$ cat src/rtl/mcpm_pkg.sv
package mcpm_pkg;
   typedef enum logic [1:0] {
      MS_IDLE = 2'd0,
      MS_ARM  = 2'd1,
      MS_RUN  = 2'd2,
      MS_TRIP = 2'd3
   } mon_state_e;
endpackage

$ cat src/rtl/mcpm_edge_sync.sv
module mcpm_edge_sync #(
   parameter int STAGES = 2
) (
   input  logic clk,
   input  logic rst_n,
   input  logic async_in,
   output logic rise_pulse
);
   localparam int LAST = STAGES - 1;

   logic [LAST:0] chain;
   logic          prev_q;

   generate
      if (STAGES < 2) begin : g_bad_stages
         $error("mcpm_edge_sync: STAGES must be at least 2");
      end
   endgenerate

   always_ff @(posedge clk or negedge rst_n) begin
      if (!rst_n) chain[0] <= 1'b0;
      else        chain[0] <= async_in;
   end

   generate
      for (genvar i = 1; i < STAGES; i++) begin : g_stage
         always_ff @(posedge clk or negedge rst_n) begin
            if (!rst_n) chain[i] <= 1'b0;
            else        chain[i] <= chain[i-1];
         end
      end
   endgenerate

   always_ff @(posedge clk or negedge rst_n) begin
      if (!rst_n) prev_q <= 1'b0;
      else        prev_q <= chain[LAST];
   end

   assign rise_pulse = chain[LAST] & ~prev_q;
endmodule

$ cat src/rtl/mcpm_period_counter.sv
module mcpm_period_counter #(
   parameter int W = 16
) (
   input  logic         clk,
   input  logic         rst_n,
   input  logic         zero,
   input  logic         advance,
   output logic [W-1:0] cnt
);
   localparam logic [W-1:0] CNT_MAX = '1;

   always_ff @(posedge clk or negedge rst_n) begin
      if (!rst_n)                          cnt <= '0;
      else if (zero)                       cnt <= '0;
      else if (advance && cnt != CNT_MAX)  cnt <= cnt + 1'b1;
   end
endmodule

$ cat src/rtl/mcpm_ctrl.sv
module mcpm_ctrl
   import mcpm_pkg::*;
(
   input  logic clk,
   input  logic rst_n,
   input  logic enable,
   input  logic irq_clr,
   input  logic rise,
   input  logic over_limit,
   output logic cnt_zero,
   output logic cnt_advance,
   output logic irq,
   output logic measuring
);
   mon_state_e state_q, state_d;

   always_comb begin
      state_d = state_q;
      if (!enable) begin
         state_d = MS_IDLE;
      end else begin
         case (state_q)
            MS_IDLE: state_d = MS_ARM;
            MS_ARM:  if (rise) state_d = MS_RUN;
            MS_RUN:  if (rise && over_limit) state_d = MS_TRIP;
            MS_TRIP: if (irq_clr) state_d = MS_ARM;
            default: state_d = MS_IDLE;
         endcase
      end
   end

   always_ff @(posedge clk or negedge rst_n) begin
      if (!rst_n) state_q <= MS_IDLE;
      else        state_q <= state_d;
   end

   always_comb begin
      cnt_zero    = 1'b0;
      cnt_advance = 1'b0;
      case (state_q)
         MS_IDLE: cnt_zero = 1'b1;
         MS_ARM:  cnt_zero = 1'b1;
         MS_RUN: begin
            cnt_zero    = rise && !over_limit;
            cnt_advance = !rise;
         end
         MS_TRIP: cnt_zero = irq_clr;
         default: cnt_zero = 1'b1;
      endcase
      if (!enable) cnt_zero = 1'b1;
   end

   assign irq       = (state_q == MS_TRIP);
   assign measuring = (state_q == MS_RUN);
endmodule

$ cat src/rtl/mclk_period_monitor.sv
module mclk_period_monitor #(
   parameter int CNT_W       = 16,
   parameter int SYNC_STAGES = 2
) (
   input  logic             clk_ref,
   input  logic             rst_n,
   input  logic             mclk_in,
   input  logic [CNT_W-1:0] limit_val,
   input  logic             enable,
   input  logic             irq_clr,
   output logic             irq,
   output logic             measuring,
   output logic [CNT_W-1:0] count_val
);
   generate
      if (CNT_W < 2 || CNT_W > 32) begin : g_bad_width
         $error("mclk_period_monitor: CNT_W must lie in 2..32");
      end
   endgenerate

   logic rise;
   logic over_limit;
   logic cnt_zero;
   logic cnt_advance;

   mcpm_edge_sync #(.STAGES(SYNC_STAGES)) u_sync (
      .clk        (clk_ref),
      .rst_n      (rst_n),
      .async_in   (mclk_in),
      .rise_pulse (rise)
   );

   mcpm_period_counter #(.W(CNT_W)) u_cnt (
      .clk     (clk_ref),
      .rst_n   (rst_n),
      .zero    (cnt_zero),
      .advance (cnt_advance),
      .cnt     (count_val)
   );

   assign over_limit = (count_val > limit_val);

   mcpm_ctrl u_ctrl (
      .clk         (clk_ref),
      .rst_n       (rst_n),
      .enable      (enable),
      .irq_clr     (irq_clr),
      .rise        (rise),
      .over_limit  (over_limit),
      .cnt_zero    (cnt_zero),
      .cnt_advance (cnt_advance),
      .irq         (irq),
      .measuring   (measuring)
   );
endmodule

$ cat config.mk
export PLATFORM = sky130hd
export DESIGN_NAME = mclk_period_monitor
export DESIGN_NICKNAME = d
export VERILOG_FILES = /design/src/rtl/mcpm_pkg.sv /design/src/rtl/mcpm_edge_sync.sv /design/src/rtl/mcpm_period_counter.sv /design/src/rtl/mcpm_ctrl.sv /design/src/rtl/mclk_period_monitor.sv
export SDC_FILE = /design/constraint.sdc
export NUM_CORES = 1
export LEC_CHECK = 0
export ABC_CLOCK_PERIOD_IN_PS = 2600
export BUFFER_PORTS_ARGS = -buffer_cell sky130_fd_sc_hd__buf_2
export CELL_PAD_IN_SITES_DETAIL_PLACEMENT = 0
export CELL_PAD_IN_SITES_GLOBAL_PLACEMENT = 1
export CORE_MARGIN = 5
export CORE_UTILIZATION = 39
export CTS_CLUSTER_SIZE = 40
export DETAILED_ROUTE_END_ITERATION = 6
export PLACE_DENSITY = 0.76
export SLEW_MARGIN = 10
export SYNTH_ARGS = -nofsm -noshare
export SYNTH_HDL_FRONTEND = slang
export SYNTH_SLANG_ARGS = --single-unit
$ cat constraint.sdc
create_clock -name clk_ref -period 2.6 [get_ports clk_ref]
set_input_delay 0.52 -clock clk_ref [delete_from_list [all_inputs] [get_ports clk_ref]]
set_output_delay 0.52 -clock clk_ref [all_outputs]
set_load 0.01 [all_outputs]
; Yosys cells after proc, flatten, opt, wreduce, memory -nomap -nowiden
; Index checks and enable logic that the tools add are counted.
[word_totals]
reg_bits = 21
input_bits = 21
out_inout_bits = 18
elab_cells = 35
[classes]
n_addsub = 1
order_cmp = 1
eq_ne = 7
mux = 10
bitwise = 2
reduce_logical = 9
[op_table]
columns = op, count
row1 = 16-bit 2-to-1 mux, 2
row2 = "16-bit by 1-bit adder with 16-bit output, second input constant", 1
row3 = 16-bit > comparator, 1
row4 = "16-bit != test, second input constant", 1
row5 = 2-bit 2-to-1 mux, 4
row6 = 2-bit case mux with 4 select lines, 1
row7 = "3-bit by 2-bit != test with 1-bit output, second input constant", 2
row8 = "2-bit == test, second input constant", 2
row9 = 1-bit logical AND, 3
row10 = "3-bit != test, second input constant", 1
row11 = 1-bit case mux with 3 select lines, 1
row12 = 3-bit AND reduction, 1
row13 = "2-bit by 1-bit == test with 1-bit output, second input constant", 1
row14 = 1-bit zero test, 2
row15 = 2-bit zero test, 1
row16 = 1-bit 2-to-1 mux, 2
row17 = 2-bit nonzero test, 1
row18 = 2-bit OR reduction, 1
row19 = 1-bit bitwise AND, 1
row20 = 1-bit inverter, 1

; Depth between registers and ports, before layout
; Gate-level depths: netlist of run 1.
[logic_depth]
word_depth = 7
ltp_mapped = 9
mapped_depth_nobuf = 8

; Hierarchy
; Synthesis of run 1 repeated with hierarchy kept, for this count alone.
[unflattened]
hier_cells = 180
area_unflattened_um2 = 1635.3
[by_module_without_submodules]
columns = module, n_inst, cells_per_inst, area_each_um2, seq_area_each_um2
row1 = mcpm_period_counter, 1, 98, 942.2, 400.4
row2 = mclk_period_monitor, 1, 55, 402.9, 0.0
row3 = mcpm_ctrl, 1, 23, 201.4, 50.0
row4 = mcpm_edge_sync, 1, 4, 88.8, 75.1

; Worst setup path after synthesis of run 1
; Ideal clock, no wire load.
[synth_path]
kind = input-to-reg
start = input port limit_val[15]
end = register u_cnt.cnt[10]
setup_time_ns = 0.134
t_arrival_ns = 2.246
required_ns = 2.466
slack_ns = 0.219
stages = 9
n_path_buf = 1
path_cell_list = inv_1 ha_1 nand4_2 nor2_1 or3_1 a2111o_1 a21oi_4 buf_6 nor3_1
[synth_via]
elab_chain_cells = 6
word_cells_on_any_way = 7
cone_classes = order compare: 1 / mux: 3 / reduce/logical: 3
[synth_rtl]
columns = item, line
row1 = "start, declared", mclk_period_monitor.sv:8  ; input logic [CNT_W-1:0] limit_val,
row2 = 16-bit > comparator (*), mclk_period_monitor.sv:41  ; assign over_limit = (count_val > limit_val);
row3 = 1-bit zero test (*), mcpm_ctrl.sv:44  ; cnt_zero = rise && !over_limit;
row4 = 1-bit logical AND (*), mcpm_ctrl.sv:44
row5 = 1-bit case mux with 3 select lines (*), mcpm_ctrl.sv:40  ; case (state_q)
row6 = 1-bit 2-to-1 mux (*), mcpm_ctrl.sv:50  ; if (!enable) cnt_zero = 1'b1;
row7 = 16-bit 2-to-1 mux / 2-bit nonzero test (equally long branches), --
row8 = "end signal, assigned", mcpm_period_counter.sv:15  ; else if (advance && cnt != CNT_MAX) cnt <= cnt + 1'b1;
row9 = "end, declared", mcpm_period_counter.sv:8  ; output logic [W-1:0] cnt
; Mark *: on every way between the ends. The rest lies on a longest branch, timed or not.
; A chain may end at the register's enable or synchronous reset.

; Worst setup path after layout of run 1
[layout_path]
start = register u_cnt.cnt[14]
end = register u_cnt.cnt[7]
[layout_via]
elab_chain_cells = 6
word_cells_on_any_way = 9
cone_classes = order compare: 1 / eq/ne: 1 / mux: 3 / reduce/logical: 4
[layout_rtl]
columns = item, line
row1 = 16-bit > comparator, mclk_period_monitor.sv:41
row2 = 1-bit zero test, mcpm_ctrl.sv:44
row3 = 1-bit logical AND, mcpm_ctrl.sv:44
row4 = 1-bit case mux with 3 select lines, mcpm_ctrl.sv:40
row5 = 1-bit 2-to-1 mux, mcpm_ctrl.sv:50
row6 = 16-bit 2-to-1 mux / 2-bit nonzero test (equally long branches), --
; Several ways; a longest one is shown, not always the timed one.

==> flow_metrics.env, run 1 <==
export IMPL_min_period_ns=2.336
export IMPL_yosysUniqueCellTypes=41
export IMPL_fin_crit_sh=0.8986
export IMPL_routed_wl_mm=3.633
export IMPL_die_w_um=73.18
export IMPL_initial_utilization=0.3948
export IMPL_yosysWarnings=0
export IMPL_rsz0062_at_grt="false"
export IMPL_design_area_sq_um=1937
export IMPL_worstPathArrival_ns=2.47
export IMPL_drc=0
export IMPL_gp_congestion=0.9050
export IMPL_die_h_um=73.18
export IMPL_status="finished, final reports clean"
export IMPL_hold_viol=0
export IMPL_ys_top_cells_by_count="dfrtp_1, ha_1, inv_1, nand2_1, nor3_1"
export IMPL_crit_path_start_kind="flip-flop"
export IMPL_cp_max_fo=5
export IMPL_cts_resized_gates=0
export IMPL_cts_tree="done"
export IMPL_synth_area_leaders="dfrtp_1, ha_1, inv_1"
export IMPL_io_pins=39
export IMPL_via_count=1367
export IMPL_clkLatencyLatePin_ns=0.25
export IMPL_portBuffers=38
export IMPL_antenna_left=0
export IMPL_firstDrtPassIters=4
export IMPL_placed_area_sq_um=1892
export IMPL_path_class="flip-flop to flip-flop"
export IMPL_yosysTopAreaCellShare=0.3376
export IMPL_area_delta_synth_final_pct=24.44
export IMPL_coreArea_sq_um=3943
export IMPL_slew_violations=0
export IMPL_numCtsBuffers=3
export IMPL_ys_ff_latch=21
export IMPL_clock_sinks=21
export IMPL_synth_flop_cell="dfrtp_1"
export IMPL_finClkSkew_ns=0.0009832
export IMPL_max_stage_delay_ns=0.47
export IMPL_antenna_cells=0
export IMPL_drive_above_1_share=0.2622
export IMPL_worst_path_buf_inv=1
export IMPL_slew_headroom=0.6855
export IMPL_cts_hold_buf=0
export IMPL_path_cells="ha_1, nand4_2, nor2_1, or3_1, a2111o_1, a21oi_4, buf_4, nor3_1"
export IMPL_synth_edff_count=0
export IMPL_setup_tns_ns=0
export IMPL_clk_pin_slew_ns=0.07
export IMPL_powerDensity_nw_per_um2=379.4
export IMPL_syn_area_per_cell_sq_um=8.945
export IMPL_grt_pass1_vias=1311
export IMPL_fin_util=0.4913
export IMPL_overflow=0
export IMPL_antenna_found_initial=0
export IMPL_grt_pass1_wl_mm=6.044
export IMPL_routedWlPerCell_um=13.21
export IMPL_gr_usage_all_layers=0.1423
export IMPL_worstPathRequired_ns=2.74
export IMPL_clk_path_buf_depth=2
export IMPL_leakagePower_nw=1.008
export IMPL_synthCells=174
export IMPL_postSynthNetCount=216
export IMPL_async_flop_share=1.000
export IMPL_row_count=23
export IMPL_peakVddDrop_uv=251.6
export IMPL_drt_vias_per_instance=4.971
export IMPL_synth_area_leader_cell="dfrtp_1"
export IMPL_grt_max_degree=22
export IMPL_die_area_sq_um=5355
export IMPL_ys_seq_area_frac=0.3376
export IMPL_critPathTopFamily="compound AO/OA/AOI/OAI gates"
export IMPL_maxClockFrequency_mhz=428.0
export IMPL_clockRootBuffer="clkbuf_8"
export IMPL_htreeDepth=1
export IMPL_setup_viol=0
export IMPL_maxCapViolCount=0
export IMPL_cp_end_kind="flip-flop"
export IMPL_min_path_type="primary input to async pin"
export IMPL_cts_setup_buffers=0
export IMPL_dp_hpwl_mm=2.960
export IMPL_crit_slowest_cell="a2111o_1"
export IMPL_drt_iter0_drc=48
export IMPL_synth_area_sq_um=1556
export IMPL_tightestPinTransition_ns=0.4718
export IMPL_nNetsFinal=268
## state kept, by name, summed over array words and instances (netlist names)
| signal | count |
|---|---|
| u_cnt.cnt | 16 |
| u_sync.chain | 2 |
| u_ctrl.state_q | 2 |
| u_sync.prev_q | 1 |
## cells in the final DEF (no fill, tap or decap), drive strengths merged, types with 3 or more instances in the layout
cell and instances:
nor3 15, xnor2 7, inv 20, nand3 6
clkbuf 4, nand2 20, o21ai 3, a21oi 9
nand4 4, ha 21, nand2b 3, xor2 6
buf 50, nor2 9, dfrtp 21
## power by group
group          total, mW  internal (mW)  switching, mW  leakage, nW
logic              0.182         0.0785          0.103        0.700
clock network      0.203          0.109         0.0945       0.0228
registers          0.350          0.338         0.0118        0.285
## layout make-up
cell class | instances | area (sq um)
clock buffer | 4 | 45.04
fill | 395 | 2006
inverter | 20 | 75.07
multi-input combinational | 130 | 935.9
sequential | 21 | 525.5
tap | 50 | 62.56
timing repair buffer | 50 | 292.8
## worst reg2reg max path: stages, from the launching register on
cell,delay [ns]
dfrtp_1,0.46
ha_1,0.33
nand4_2,0.13
nor2_1,0.05
or3_1,0.34
a2111o_1,0.47
a21oi_4,0.23
buf_4,0.16
nor3_1,0.05
## cell families (layout without fill, tap and decap cells)
family / Yosys count / count (layout) / share of synthesized area
flops: 21 / 21 / 0.3376
buf+inv: 23 / 74 / 0.06109
xor+xnor: 13 / 13 / 0.07315
compound gates: 25 / 25 / 0.1230
fa+ha+maj: 21 / 21 / 0.1688
simple gates: 70 / 70 / 0.2299
mux: 1 / 1 / 0.006431
## per-layer routing
layer / part of all wire / vias up / GRT usage
li1: - / 710 / -
met4: 0.0055 / 0 / 0.03074
met1: 0.49 / 628 / 0.2046
met3: 0.047 / 2 / 0.01653
met2: 0.46 / 27 / 0.2284
met5: 0 / - / 0
## stage by stage
| step | hold slack, ns | worst slack, ns | instances | total power [mW] |
|---|---|---|---|---|
| 2_1_floorplan | 0.2244 | 0.2195 | 174 | 0.4755 |
| 3_3_place_gp | 0.3325 | 0.07794 | 271 | 0.5353 |
| 3_5_place_dp | 0.3362 | 0.06898 | 271 | 0.5372 |
| 4_1_cts | 0.2272 | 0.2517 | 275 | 0.7433 |
| 5_1_grt | 0.2512 | 0.1407 | 275 | 0.7820 |
| 6_report | 0.2149 | 0.2637 | 275 | 0.7349 |
## final timing paths
kind | start | to | slack (ns) | cells past startpoint
max in group asynchronous | rst_n | u_sync.prev_q | 2.06 | 1
max reg2reg | u_cnt.cnt[14] | u_cnt.cnt[7] | 0.26 | 8
max | u_cnt.cnt[14] | u_cnt.cnt[7] | 0.26 | 8
min in group clk_ref | u_sync.chain[0] | u_sync.chain[1] | 0.35 | 0
min reg2reg | u_sync.chain[0] | u_sync.chain[1] | 0.35 | 0
min | rst_n | u_cnt.cnt[9] | 0.21 | 1
Power figures use the tool's default switching activity.
==> run 2, diff against run 1 <==
--- a/config.mk
+++ b/config.mk
@@ -13,7 +13,7 @@
 export CORE_UTILIZATION = 39
 export CTS_CLUSTER_SIZE = 40
 export DETAILED_ROUTE_END_ITERATION = 6
-export PLACE_DENSITY = 0.76
+export PLACE_DENSITY = 0.85
 export SLEW_MARGIN = 10
 export SYNTH_ARGS = -nofsm -noshare
 export SYNTH_HDL_FRONTEND = slang
==> run 2 against run 1 <==
  * Worst setup slack improved by 0.0042 ns
  * Global-route usage decreased by 0.45 points
  * First-iteration DRC count decreased by 13%
  * Clock power increased by 4%
  * Maximum frequency increased by 0.18%
  * Final area decreased by 1.2%
  * Combinational power decreased by 3%
  * Register-to-register slack about the same
  * Critical path type unchanged
  * Largest cell class unchanged
==> flow_metrics.env, run 2 (synthesis gave the netlist of run 1 again) <==
export IMPL_antenna_cells=0
export IMPL_dp_hpwl_mm=2.848
export IMPL_fillers=394
export IMPL_drive_above_1_share=0.2523
export IMPL_clk_pin_slew_ns=0.07
export IMPL_coreArea_sq_um=3943
export IMPL_p_int_uw=523.9
export IMPL_p_clk_frac=0.287
export IMPL_finClkSkew_ns=0.001296
export IMPL_clockRootBuffer="clkbuf_8"
export IMPL_maxCapViolCount=0
export IMPL_r2r_slack_ns=0.27
export IMPL_peakVddDrop_uv=226.0
export IMPL_fin_ws_ns=0.2678
export IMPL_critPathLaunch="u_cnt.cnt[14]"
export IMPL_row_count=23
export IMPL_via_count=1339
export IMPL_mostFrequentLayoutCells="buf_2, ha_1, dfrtp_1"
export IMPL_slew_headroom=0.7073
export IMPL_cp_end_kind="flip-flop"
export IMPL_drt_vias_per_instance=4.923
export IMPL_die_area_sq_um=5355
export IMPL_final_common_cell="buf_2"
export IMPL_rsz0062_at_grt="false"
export IMPL_multi_input_area_sq_um=935.9
export IMPL_clk_path_buf_depth=2
export IMPL_largest_register="u_cnt.cnt"
export IMPL_fin_util=0.4856
export IMPL_hold_viol=0
export IMPL_worstPathArrival_ns=2.48
export IMPL_crit_path_start_kind="flip-flop"
export IMPL_initial_utilization=0.3948
export IMPL_pre_cts_ws_ns=0.06695
export IMPL_portBuffers=38
export IMPL_largest_reg_flops=16
export IMPL_grt_max_degree=22
export IMPL_routed_wl_mm=3.571
export IMPL_switching_power_uw=215.5
export IMPL_antenna_found_initial=0
export IMPL_drt_iter0_drc=42
export IMPL_die_h_um=73.18
export IMPL_r2r_start="u_cnt.cnt[14]"
export IMPL_status="finished, final reports clean"
export IMPL_htreeDepth=1
export IMPL_register_area_sq_um=525.5
export IMPL_nNetsFinal=265
export IMPL_firstDrtPassIters=4
export IMPL_r2r_cells=8
export IMPL_io_pins=39
export IMPL_cts_setup_buffers=0
export IMPL_instances_no_fill=272
export IMPL_r2r_end="u_cnt.cnt[3]"
export IMPL_overflow=0
export IMPL_slew_violations=0
export IMPL_worstPathRequired_ns=2.74
export IMPL_gp_congestion=0.8533
export IMPL_netSwitchingFraction=0.2914
export IMPL_maxClockFrequency_mhz=428.8
export IMPL_cp_max_fo=16
export IMPL_fin_crit_sh=0.8970
export IMPL_powerDensity_nw_per_um2=386.2
export IMPL_routedWlPerCell_um=13.13
export IMPL_clock_sinks=21
export IMPL_setup_tns_ns=0
export IMPL_gr_usage_all_layers=0.1378
export IMPL_setup_viol=0
export IMPL_path_class="flip-flop to flip-flop"
export IMPL_numCtsBuffers=3
export IMPL_leakagePower_nw=0.9919
export IMPL_min_period_ns=2.332
export IMPL_placed_cells=268
export IMPL_tightestPinTransition_ns=0.4280
export IMPL_top_regs="u_cnt.cnt x16, u_ctrl.state_q x2, u_sync.chain x2"
export IMPL_drc=0
export IMPL_area_delta_synth_final_pct=22.99
export IMPL_cts_hold_buf=0
export IMPL_endpoint="u_cnt.cnt[3]"
export IMPL_min_path_type="primary input to async pin"
export IMPL_fin_hold_ws_ns=0.2013
export IMPL_grt_pass1_wl_mm=5.789
export IMPL_grt_pass1_vias=1273
export IMPL_cts_resized_gates=0
export IMPL_clkLatencyLatePin_ns=0.26
export IMPL_antenna_left=0
export IMPL_die_w_um=73.18
export IMPL_cts_tree="done"
export IMPL_p_comb_frac=0.239
export IMPL_pwr_share_seq=0.474
==> run 2: power groups by stage <==
stage | Sequential (mW) | Clock, mW | Combinational [mW]
final | 0.351 | 0.212 | 0.177
after global routing | 0.352 | 0.227 | 0.202
after CTS | 0.350 | 0.219 | 0.178
after detailed placement | 0.357 | 0 | 0.177
after global placement | 0.356 | 0 | 0.176
after floorplan | 0.354 | 0 | 0.122
==> run 2: area by class of cell <==
class                   instances  share of cell area
clock buffers                   4             0.02353
flip-flops and latches         21              0.2745
inverters                      20             0.03922
repair buffers                 47              0.1412
multi-input cells             130              0.4889
well taps                      50             0.03268
==> run 2: how the worst min path moves through the flow <==
stage | end | start | cells past startpoint | slack (ns)
after floorplan | u_cnt.cnt[0] | rst_n | 0 | 0.22
after global placement | u_sync.chain[1] | u_sync.chain[0] | 0 | 0.33
after detailed placement | u_sync.chain[1] | u_sync.chain[0] | 0 | 0.34
after CTS | u_cnt.cnt[12] | rst_n | 1 | 0.22
after global routing | u_cnt.cnt[5] | rst_n | 1 | 0.25
final | u_cnt.cnt[11] | rst_n | 1 | 0.20
==> run 2: per-stage QoR <==
step                instance area [sq um]  power (mW)
floorplan                            1556      0.4755
global placement                     1869      0.5319
detailed placement                   1869      0.5336
CTS                                  1914      0.7468
global route                         1914      0.7807
finish                               1914      0.7394
==> run 2: critical path, cell delays in order (launching register included) <==
cell and delay [ns]:
dfrtp_1 0.46, ha_1 0.33, nand4_2 0.13, nor2_1 0.05, or3_1 0.35, a2111o_1 0.48, a21oi_4 0.20, buf_12 0.16
nor3_1 0.06
==> run 2: routing by layer <==
metal,vias to the layer above,routed length (um),share of wire,track usage
li1,708,-,-,-
met1,598,1780,0.50,0.2075
met2,29,1593,0.45,0.1996
met3,4,168,0.047,0.02066
met4,0,27,0.0076,0.04508
met5,-,0,0,0
